`src/rtl/frt_pkg.sv`:
```
package frt_pkg;

  localparam int ADDR_W    = 4;
  localparam int NUM_FLAGS = 4;
  localparam int NUM_CMP   = 2;

  localparam logic [ADDR_W-1:0] A_IER    = 4'h0;
  localparam logic [ADDR_W-1:0] A_STAT   = 4'h1;
  localparam logic [ADDR_W-1:0] A_CTRL   = 4'h2;
  localparam logic [ADDR_W-1:0] A_CNT_H  = 4'h4;
  localparam logic [ADDR_W-1:0] A_CNT_L  = 4'h5;
  localparam logic [ADDR_W-1:0] A_CMPA_H = 4'h6;
  localparam logic [ADDR_W-1:0] A_CMPA_L = 4'h7;
  localparam logic [ADDR_W-1:0] A_CMPB_H = 4'h8;
  localparam logic [ADDR_W-1:0] A_CMPB_L = 4'h9;
  localparam logic [ADDR_W-1:0] A_CAP_H  = 4'hA;
  localparam logic [ADDR_W-1:0] A_CAP_L  = 4'hB;

  localparam logic [7:0] IER_WMASK = 8'h8E;
  localparam logic [7:0] IER_ONES  = 8'h01;

  // flag index: 0 capture, 1 compare A, 2 compare B, 3 wrap
  function automatic int flag_pos(input int idx);
    case (idx)
      0:       return 7;
      1:       return 3;
      2:       return 2;
      default: return 1;
    endcase
  endfunction

endpackage

```
`src/rtl/frt_sync_edge.sv`:
```
module frt_sync_edge #(
  parameter int STAGES = 2
) (
  input  logic clk,
  input  logic rst,
  input  logic din,
  input  logic rise_sel,
  output logic edge_pulse
);

  logic [STAGES-1:0] sync_q;
  logic              prev_q;
  logic              cur;

  always_ff @(posedge clk) begin
    if (rst) begin
      sync_q <= '0;
      prev_q <= 1'b0;
    end else begin
      sync_q <= {sync_q[STAGES-2:0], din};
      prev_q <= sync_q[STAGES-1];
    end
  end

  assign cur        = sync_q[STAGES-1];
  assign edge_pulse = rise_sel ? (cur & ~prev_q) : (~cur & prev_q);

  AST_EDGE_ONE_CYCLE: assert property (@(posedge clk) disable iff (rst)
    edge_pulse |=> !edge_pulse);

endmodule

```
`src/rtl/frt_counter.sv`:
```
module frt_counter #(
  parameter int W     = 16,
  parameter int N_CMP = 2
) (
  input  logic                      clk,
  input  logic                      rst,
  input  logic                      en,
  input  logic                      load,
  input  logic [W-1:0]              load_val,
  input  logic [N_CMP-1:0][W-1:0]   cmp_val,
  output logic [W-1:0]              cnt_q,
  output logic                      wrap_evt,
  output logic [N_CMP-1:0]          match
);

  localparam logic [W-1:0] ALL_ONES = {W{1'b1}};

  always_ff @(posedge clk) begin
    if (rst)       cnt_q <= '0;
    else if (load) cnt_q <= load_val;
    else if (en)   cnt_q <= cnt_q + 1'b1;
  end

  assign wrap_evt = en && !load && (cnt_q == ALL_ONES);

  for (genvar gi = 0; gi < N_CMP; gi++) begin : g_cmp
    assign match[gi] = (cnt_q == cmp_val[gi]);
  end

  AST_CNT_STEP: assert property (@(posedge clk) disable iff (rst)
    (en && !load) |=> (cnt_q == W'($past(cnt_q) + 1'b1)));
  AST_CNT_HOLD: assert property (@(posedge clk) disable iff (rst)
    (!en && !load) |=> $stable(cnt_q));
  AST_WRAP_ZERO: assert property (@(posedge clk) disable iff (rst)
    wrap_evt |=> (cnt_q == '0));

endmodule

```
`src/rtl/frt_flag.sv`:
```
module frt_flag (
  input  logic clk,
  input  logic rst,
  input  logic set_evt,
  input  logic arm_req,
  input  logic clr_req,
  output logic flag_q,
  output logic armed_q
);

  always_ff @(posedge clk) begin
    if (rst) begin
      flag_q  <= 1'b0;
      armed_q <= 1'b0;
    end else if (set_evt) begin
      flag_q  <= 1'b1;
      if (arm_req && flag_q) armed_q <= 1'b1;
    end else if (clr_req && armed_q) begin
      flag_q  <= 1'b0;
      armed_q <= 1'b0;
    end else if (arm_req && flag_q) begin
      armed_q <= 1'b1;
    end
  end

  AST_SET_WINS: assert property (@(posedge clk) disable iff (rst)
    set_evt |=> flag_q);
  AST_CLEAR_NEEDS_READ: assert property (@(posedge clk) disable iff (rst)
    ($fell(flag_q) && !$past(rst)) |-> $past(armed_q));

endmodule

```
`src/rtl/frt_capture_timer.sv`:
```
module frt_capture_timer
  import frt_pkg::*;
#(
  parameter int DATA_W      = 8,
  parameter int SYNC_STAGES = 2
) (
  input  logic              clk,
  input  logic              rst,
  input  logic              standby,
  input  logic              cnt_en,
  input  logic              cap_pin,
  input  logic              bus_rd,
  input  logic              bus_wr,
  input  logic [ADDR_W-1:0] bus_addr,
  input  logic [DATA_W-1:0] bus_wdata,
  output logic [DATA_W-1:0] bus_rdata,
  output logic              irq_cap,
  output logic              irq_cmpa,
  output logic              irq_cmpb,
  output logic              irq_ovf
);

  localparam int CNT_W = 2 * DATA_W;

  logic                           clr;
  logic [DATA_W-1:0]              ier_q;
  logic [DATA_W-1:0]              ier_view;
  logic                           rise_sel_q;
  logic [NUM_CMP-1:0][CNT_W-1:0]  cmp_q;
  logic [CNT_W-1:0]               cap_q;
  logic [DATA_W-1:0]              temp_q;
  logic [DATA_W-1:0]              rdata_q;
  logic [CNT_W-1:0]               cnt;
  logic                           wrap_evt;
  logic [NUM_CMP-1:0]             match;
  logic                           cap_evt;
  logic                           cnt_load;
  logic                           stat_rd;
  logic                           stat_wr;
  logic [NUM_FLAGS-1:0]           set_vec;
  logic [NUM_FLAGS-1:0]           flag_vec;
  logic [NUM_FLAGS-1:0]           arm_vec;
  logic [NUM_FLAGS-1:0]           en_vec;
  logic [DATA_W-1:0]              stat_view;

  assign clr      = rst | standby;
  assign cnt_load = bus_wr && (bus_addr == A_CNT_L);
  assign stat_rd  = bus_rd && (bus_addr == A_STAT);
  assign stat_wr  = bus_wr && (bus_addr == A_STAT);

  frt_sync_edge #(.STAGES(SYNC_STAGES)) u_edge (
    .clk        (clk),
    .rst        (clr),
    .din        (cap_pin),
    .rise_sel   (rise_sel_q),
    .edge_pulse (cap_evt)
  );

  frt_counter #(.W(CNT_W), .N_CMP(NUM_CMP)) u_cnt (
    .clk      (clk),
    .rst      (clr),
    .en       (cnt_en),
    .load     (cnt_load),
    .load_val ({temp_q, bus_wdata}),
    .cmp_val  (cmp_q),
    .cnt_q    (cnt),
    .wrap_evt (wrap_evt),
    .match    (match)
  );

  assign set_vec = {wrap_evt, match[1], match[0], cap_evt};

  for (genvar gi = 0; gi < NUM_FLAGS; gi++) begin : g_flag
    frt_flag u_flag (
      .clk     (clk),
      .rst     (clr),
      .set_evt (set_vec[gi]),
      .arm_req (stat_rd),
      .clr_req (stat_wr && !bus_wdata[flag_pos(gi)]),
      .flag_q  (flag_vec[gi]),
      .armed_q (arm_vec[gi])
    );
    assign en_vec[gi] = ier_q[flag_pos(gi)];
  end

  always_comb begin
    stat_view = '0;
    for (int i = 0; i < NUM_FLAGS; i++) stat_view[flag_pos(i)] = flag_vec[i];
  end

  assign ier_view = ier_q | IER_ONES;

  // capture register
  always_ff @(posedge clk) begin
    if (clr)          cap_q <= '0;
    else if (cap_evt) cap_q <= cnt;
  end

  // register writes and registered reads through the shared byte latch
  always_ff @(posedge clk) begin
    if (clr) begin
      ier_q      <= '0;
      rise_sel_q <= 1'b0;
      cmp_q      <= '1;
      temp_q     <= '0;
      rdata_q    <= '0;
    end else begin
      if (bus_wr) begin
        case (bus_addr)
          A_IER:    ier_q      <= bus_wdata & IER_WMASK;
          A_CTRL:   rise_sel_q <= bus_wdata[0];
          A_CNT_H,
          A_CMPA_H,
          A_CMPB_H: temp_q     <= bus_wdata;
          A_CMPA_L: cmp_q[0]   <= {temp_q, bus_wdata};
          A_CMPB_L: cmp_q[1]   <= {temp_q, bus_wdata};
          default:  ;
        endcase
      end
      if (bus_rd) begin
        case (bus_addr)
          A_IER:  rdata_q <= ier_view;
          A_STAT: rdata_q <= stat_view;
          A_CTRL: rdata_q <= {{(DATA_W-1){1'b0}}, rise_sel_q};
          A_CNT_H: begin
            rdata_q <= cnt[CNT_W-1:DATA_W];
            temp_q  <= cnt[DATA_W-1:0];
          end
          A_CMPA_H: begin
            rdata_q <= cmp_q[0][CNT_W-1:DATA_W];
            temp_q  <= cmp_q[0][DATA_W-1:0];
          end
          A_CMPB_H: begin
            rdata_q <= cmp_q[1][CNT_W-1:DATA_W];
            temp_q  <= cmp_q[1][DATA_W-1:0];
          end
          A_CAP_H: begin
            rdata_q <= cap_q[CNT_W-1:DATA_W];
            temp_q  <= cap_q[DATA_W-1:0];
          end
          A_CNT_L, A_CMPA_L, A_CMPB_L, A_CAP_L: rdata_q <= temp_q;
          default: rdata_q <= '0;
        endcase
      end
    end
  end

  assign bus_rdata = rdata_q;
  assign irq_cap   = flag_vec[0] & en_vec[0];
  assign irq_cmpa  = flag_vec[1] & en_vec[1];
  assign irq_cmpb  = flag_vec[2] & en_vec[2];
  assign irq_ovf   = flag_vec[3] & en_vec[3];

  AST_CAP_ONLY_ON_EDGE: assert property (@(posedge clk) disable iff (clr)
    !cap_evt |=> $stable(cap_q));
  AST_IER_FIXED_BITS: assert property (@(posedge clk) disable iff (clr)
    (bus_rd && bus_addr == A_IER) |=> (bus_rdata[0] && bus_rdata[6:4] == 3'b000));
  AST_NO_RD_WR_OVERLAP: assert property (@(posedge clk) disable iff (clr)
    !(bus_rd && bus_wr));

endmodule

```
`config.mk`:
```
export PLATFORM = sky130hd
export DESIGN_NAME = frt_capture_timer
export DESIGN_NICKNAME = d
export VERILOG_FILES = /design/src/rtl/frt_pkg.sv /design/src/rtl/frt_sync_edge.sv /design/src/rtl/frt_counter.sv /design/src/rtl/frt_flag.sv /design/src/rtl/frt_capture_timer.sv
export SDC_FILE = /design/constraint.sdc
export NUM_CORES = 1
export LEC_CHECK = 0
export BUFFER_PORTS_ARGS = -buffer_cell sky130_fd_sc_hd__buf_2
export CAP_MARGIN = 20
export CORE_MARGIN = 8
export CORE_UTILIZATION = 50
export DETAILED_ROUTE_END_ITERATION = 8
export GPL_ROUTABILITY_DRIVEN = 0
export PLACE_DENSITY = 0.72
export SETUP_SLACK_MARGIN = 0.3
export SYNTH_ARGS = -nofsm -noshare
export SYNTH_HDL_FRONTEND = slang
export SYNTH_SLANG_ARGS = --single-unit
```
`constraint.sdc`:
```
create_clock -name clk -period 1.28 [get_ports clk]
set_input_delay 0.064 -clock clk [delete_from_list [all_inputs] [get_ports clk]]
set_output_delay 0.064 -clock clk [all_outputs]
set_load 0.01 [all_outputs]
```
## Word level (Yosys, flattened, before mapping)

Cells that the tools add are included.

- Flip-flop bits (word level): 96
- Bits in latches: 0
- Bits in writable memories: 0
- Memory bits (read-only): 0
- Input port bits: 19
- Memories kept: 0

- Add/subtract/negate cells: 1
- Multipliers: 0
- Div/mod/pow operators: 0
- Order comparisons: 0
- Equality and inequality tests: 13
- Shift-type cells: 0
- Muxes and demuxes: 28
- Bitwise operators: 9
- Reductions and logical operators: 34

Operator list:

| kind | number |
|---|---|
| $pmux 8 s8 | 1 |
| $eq 16x16->1 | 2 |
| $mux 16 | 2 |
| $pmux 8 s4 | 1 |
| $mux 8 | 3 |
| $mux 1 | 21 |
| $logic_and 1x1->1 | 17 |
| $add 16x1->16 const B | 1 |
| $eq 16x16->1 const B | 1 |
| $eq 4x3->1 const B | 4 |
| $eq 4x4->1 const B | 4 |
| $reduce_bool 2->1 | 5 |
| $reduce_and 2->1 | 4 |
| $and 1x1->1 | 6 |
| $logic_not 1->1 | 5 |
| $eq 4x1->1 const B | 1 |
| $eq 4x2->1 const B | 1 |
| $logic_not 4->1 | 1 |
| $reduce_or 4->1 | 1 |
| $reduce_or 3->1 | 1 |
| $not 1->1 | 2 |
| $or 1x1->1 | 1 |

## Logic depth before layout (Yosys ltp)

- Depth in word-level cells: 6
- Depth in mapped cells: 8
- Gate-level depth less buffers: 5

## Hierarchy

From an unflattened synthesis, not the netlist that was laid out.

- Cell total of the unflattened synthesis: 581
- Area, all modules: 5076.1 µm²

Modules (own cells, without submodules):

| module | times used | cells each | area an instance (µm²) |
|---|---|---|---|
| frt_capture_timer | 1 | 378 | 3360.7 |
| frt_counter | 1 | 166 | 1343.8 |
| frt_flag | 4 | 7 | 67.6 |
| frt_sync_edge | 1 | 9 | 101.3 |

## Worst setup path after synthesis

No wires, ideal clock.

- Path type: register to register
- Start: register u_edge.sync_q[1]
- End: register cap_q[10]
- Setup time: 0.128 ns
- Arrival time: 1.276 ns
- Slack: -0.123 ns
- Stages on the path, launching flop included: 7
- Buffers on the path: 2
- Clock period less this slack: 1.403 ns
- Path through: dfxtp_1 nor2b_1 a21oi_1 buf_2 buf_2 mux2i_1 nor2_1

- Cells in the longest elaborated chain, start to end: 3

Ends and longest elaborated chain:

| item | RTL line | source |
|---|---|---|
| start, declared | frt_sync_edge.sv:11 | `logic [STAGES-1:0] sync_q;` |
| start signal, assigned | frt_sync_edge.sv:20 | `sync_q <= {sync_q[STAGES-2:0], din};` |
| $not 1->1 | frt_sync_edge.sv:26 | `assign edge_pulse = rise_sel ? (cur & ~prev_q) : (~cur & prev_q);` |
| $and 1x1->1 | frt_sync_edge.sv:26 |  |
| $mux 1 * | frt_sync_edge.sv:26 |  |
| end signal, assigned | frt_capture_timer.sv:96 | `else if (cap_evt) cap_q <= cnt;` |
| end, declared | frt_capture_timer.sv:30 | `logic [CNT_W-1:0] cap_q;` |

Mark *: on every way between the ends. The rest lies on a longest branch, timed or not.
A chain may end at the register's enable or synchronous reset.

## Worst setup path in the final report

- Start: register u_cnt.cnt_q[10]
- End: register g_flag[1].u_flag.armed_q

- Cells in the longest elaborated chain, start to end: 2

Ends and longest elaborated chain:

| item | RTL line | source |
|---|---|---|
| start, declared | frt_counter.sv:11 | `output logic [W-1:0] cnt_q,` |
| start signal, assigned | frt_counter.sv:20 | `else if (load) cnt_q <= load_val;` |
| start signal, assigned | frt_counter.sv:21 | `else if (en) cnt_q <= cnt_q + 1'b1;` |
| $eq 16x16->1 | frt_counter.sv:27 | `assign match[gi] = (cnt_q == cmp_val[gi]);` |
| $mux 1 | frt_flag.sv:15 | `end else if (set_evt) begin` |
| end signal, assigned | frt_flag.sv:14 | `armed_q <= 1'b0;` |
| end signal, assigned | frt_flag.sv:17 | `if (arm_req && flag_q) armed_q <= 1'b1;` |
| end signal, assigned | frt_flag.sv:20 | `armed_q <= 1'b0;` |
| end, declared | frt_flag.sv:8 | `output logic armed_q` |

No other way between the ends.

==> impl_metrics.env <==
export IMPL_outcome="finished with violations"
export IMPL_violations="setup timing"
export IMPL_worstHoldPathCells=3
export IMPL_multi_input_area_sq_um=3290
export IMPL_wirelength_microns=18100
export IMPL_drtIter0Drc=442
export IMPL_met2_usage_pct=42.7
export IMPL_synth_seq_cells=96
export IMPL_tightest_slew_ns=0.458
export IMPL_drv_slew=0
export IMPL_grt_usage_pct=25.5
export IMPL_ys_warn_count=0
export IMPL_period_share_pct=137
export IMPL_htree_levels=3
export IMPL_post_route_cells_drive_above_1_share_pct=48.1
export IMPL_die_area_sq_um=13300
export IMPL_leakage_nw=3.13
export IMPL_die_w_microns=115
export IMPL_synthesis_nets=569
export IMPL_rr_startpoint="u_cnt.cnt_q[10]$_SDFFE_PP0P_"
export IMPL_cts_reportedPaths_clkPinSlew_ns=0.11
export IMPL_worstPathMaxFanout=4
export IMPL_diodes=0
export IMPL_final_common_cell="buf_4"
export IMPL_clock_latency_ns=0.39
export IMPL_port_buffers=30
export IMPL_die_y_microns=115
export IMPL_synth_area_sq_um=4920
export IMPL_reg2regPathDepth=5
export IMPL_ys_flop_type="dfxtp_1"
export IMPL_min_from="bus_wdata[1]"
export IMPL_grt_max_degree=39
export IMPL_synth_seq_area_share_pct=39.1
export IMPL_finalHoldViolCount=0
export IMPL_p_per_area_nw_per_um2=795
export IMPL_grt_setup_unrepaired="true"
export IMPL_fin_area_sq_um=7290
export IMPL_dp_slack_ns=-0.300
export IMPL_num_vias=5062
export IMPL_syn_inst=549
export IMPL_crit_path_cell_trace="buf_4, xor2_1, nor4_1, nand4_1, a211oi_2"
export IMPL_setup_viol=36
export IMPL_fmax_ghz=0.570
export IMPL_drc_errors=0
export IMPL_antenna_found_initial=0
export IMPL_vias_per_cell=6.11
export IMPL_met3_usage_pct=6.04
export IMPL_cp_startpoint="u_cnt.cnt_q[10]$_SDFFE_PP0P_"
export IMPL_synth_edff_count=0
export IMPL_cts_inserted_buffers=9
export IMPL_holdCritPathClass="primary input to flip-flop"
export IMPL_end_kind="flip-flop"
export IMPL_syn_area_per_cell_sq_um=8.96
export IMPL_slowest_delay_ns=0.46
export IMPL_async_flop_share_pct=0
export IMPL_worstPathArrival_ns=2.06
export IMPL_fin_ws_ns=-0.474
export IMPL_worstPathRequired_ns=1.58
export IMPL_stdcell_count=828
export IMPL_placed_cell_area_sq_um=6150
export IMPL_dp_hpwl_microns=10800
export IMPL_ant_nets=0
export IMPL_ff_latch_area_sq_um=2000
export IMPL_core_area_sq_um=9680
export IMPL_clock_skew_ns=0.0143
export IMPL_cts_sinks=96
export IMPL_grt_pass1_vias=4963
export IMPL_yosysUniqueCellTypes=53
export IMPL_path_class="flip-flop to flip-flop"
export IMPL_drv_cap=0
export IMPL_gr_max_usage_layer="met2"
export IMPL_relSlewSlack_pct=69.2
export IMPL_num_rows=36
export IMPL_io_pins=31
export IMPL_nFillCells=590
export IMPL_period_needed_ns=1.75
export IMPL_dr_pass1_iters=5
export IMPL_max_clock_path_buffers=2
export IMPL_dp_cells=783
export IMPL_tritoncts="done"
export IMPL_wire_per_inst_microns=21.9
export IMPL_critPathSlowestCell="nor4_1"
export IMPL_grt_pass1_wl_microns=26100
export IMPL_synthToLayoutAreaGrowth_pct=48.1
export IMPL_mostFrequentLayoutCells="buf_4 (91), dfxtp_1 (57), mux2i_1 (46), buf_6 (46), nand2_1 (44)"
export IMPL_initial_core_util_pct=50.8
export IMPL_nets=710
export IMPL_cp_start_kind="flip-flop"
export IMPL_grtUsageMet1_pct=30.5
export IMPL_peakVddDrop_mv=0.687
export IMPL_overflow=0
export IMPL_root_buffer="clkbuf_8"
-- registers in the layout, summed over array words and instances (netlist names) --
register,cells
bus_rdata,8
cap_q,16
cmp_q,32
g_flag.u_flag.armed_q,4
g_flag.u_flag.flag_q,4
ier_q,4
rise_sel_q,1
temp_q,8
u_cnt.cnt_q,16
u_edge.prev_q,1
u_edge.sync_q,2
-- Yosys cell counts (8+ instances only) --
cell,count,share of area [%]
a211oi_1,15,2.3
nor2_1,45,3.4
nand4_1,9,1.1
clkbuf_1,18,1.4
a21oi_1,11,1.1
a31oi_1,8,1.0
xor2_1,36,6.4
mux2i_1,46,9.4
a21boi_1,8,1.2
dfxtp_1,96,39
xnor2_1,9,1.6
a22o_1,8,1.4
nor4_1,10,1.3
nand3_1,28,2.8
buf_2,27,2.7
a22oi_1,26,4.0
nand2_1,57,4.4
-- power by group --
part           internal [mW]  switching, mW
sequential              2.99         0.0324
combinational          0.334          0.402
clock                  0.771           1.26
-- final cells by class --
cell class,count,share of cell area [%]
multi-input combinational,398,45.1
sequential,96,27.5
timing repair buffer,181,22.2
tap,133,2.28
clock buffer,9,1.70
clock inverter,7,0.996
inverter,4,0.206
-- worst max-delay path: cells and delay by family, from the launching register on --
kind                      cells  cell delay (ns)
buffers and inverters         1             0.15
xor gates and xnor gates      1             0.16
and+or+nand+nor               2             0.73
DFF                           1             0.36
AOI/OAI and AO/OA             1             0.27
-- timing repair --
item	4_1_cts	5_1_grt
buffers inserted	8	13
gates resized for setup	127	51
pin swaps	48	32
cloned	0	2
setup endpoints to repair	60	65
hold endpoints to repair	10	0
hold buffers	6	0
-- stage by stage --
step / TNS, ns / total power, mW / utilization [%] / hold slack [ns]
floorplan: -0.00166 / 3.46 / - / 0.186
global placement: -4.60 / 3.71 / 63.5 / 0.266
detailed placement: -6.47 / 3.72 / 63.5 / 0.267
CTS: -1.57 / 5.72 / 71.5 / 0.00745
global route: -5.83 / 5.94 / 75.2 / 0.00341
finish: -4.37 / 5.79 / 75.2 / 0.0103
-- per-layer routing --
layer  vias up  wire, microns
met2       299           8770
met1      2441           6790
met5         -              0
met4         0            853
li1       2242              -
met3        80           1720
-- path summary, 6_finish.rpt --
check	slack, ns	end
hold reg to reg	0.44	u_edge.sync_q[1]$_SDFF_PP0_
hold / removal	0.01	cmp_q[1]$_SDFFE_PP1P_
setup reg to reg	-0.47	g_flag[1].u_flag.armed_q$_SDFF_PP0_
setup / recovery	-0.47	g_flag[1].u_flag.armed_q$_SDFF_PP0_
-- cells by family (layout without fill, tap and decap cells) --
group | after synthesis | in the layout | share of synthesized area, %
buf+inv | 55 | 201 | 5.34
fa+ha+maj | 1 | 1 | 0.254
compound gates | 101 | 101 | 14.9
simple gates | 198 | 198 | 21.4
xor+xnor | 46 | 46 | 8.34
mux | 52 | 52 | 10.7
flops | 96 | 96 | 39.1
Note: power is estimated with default switching activity, not from simulation.
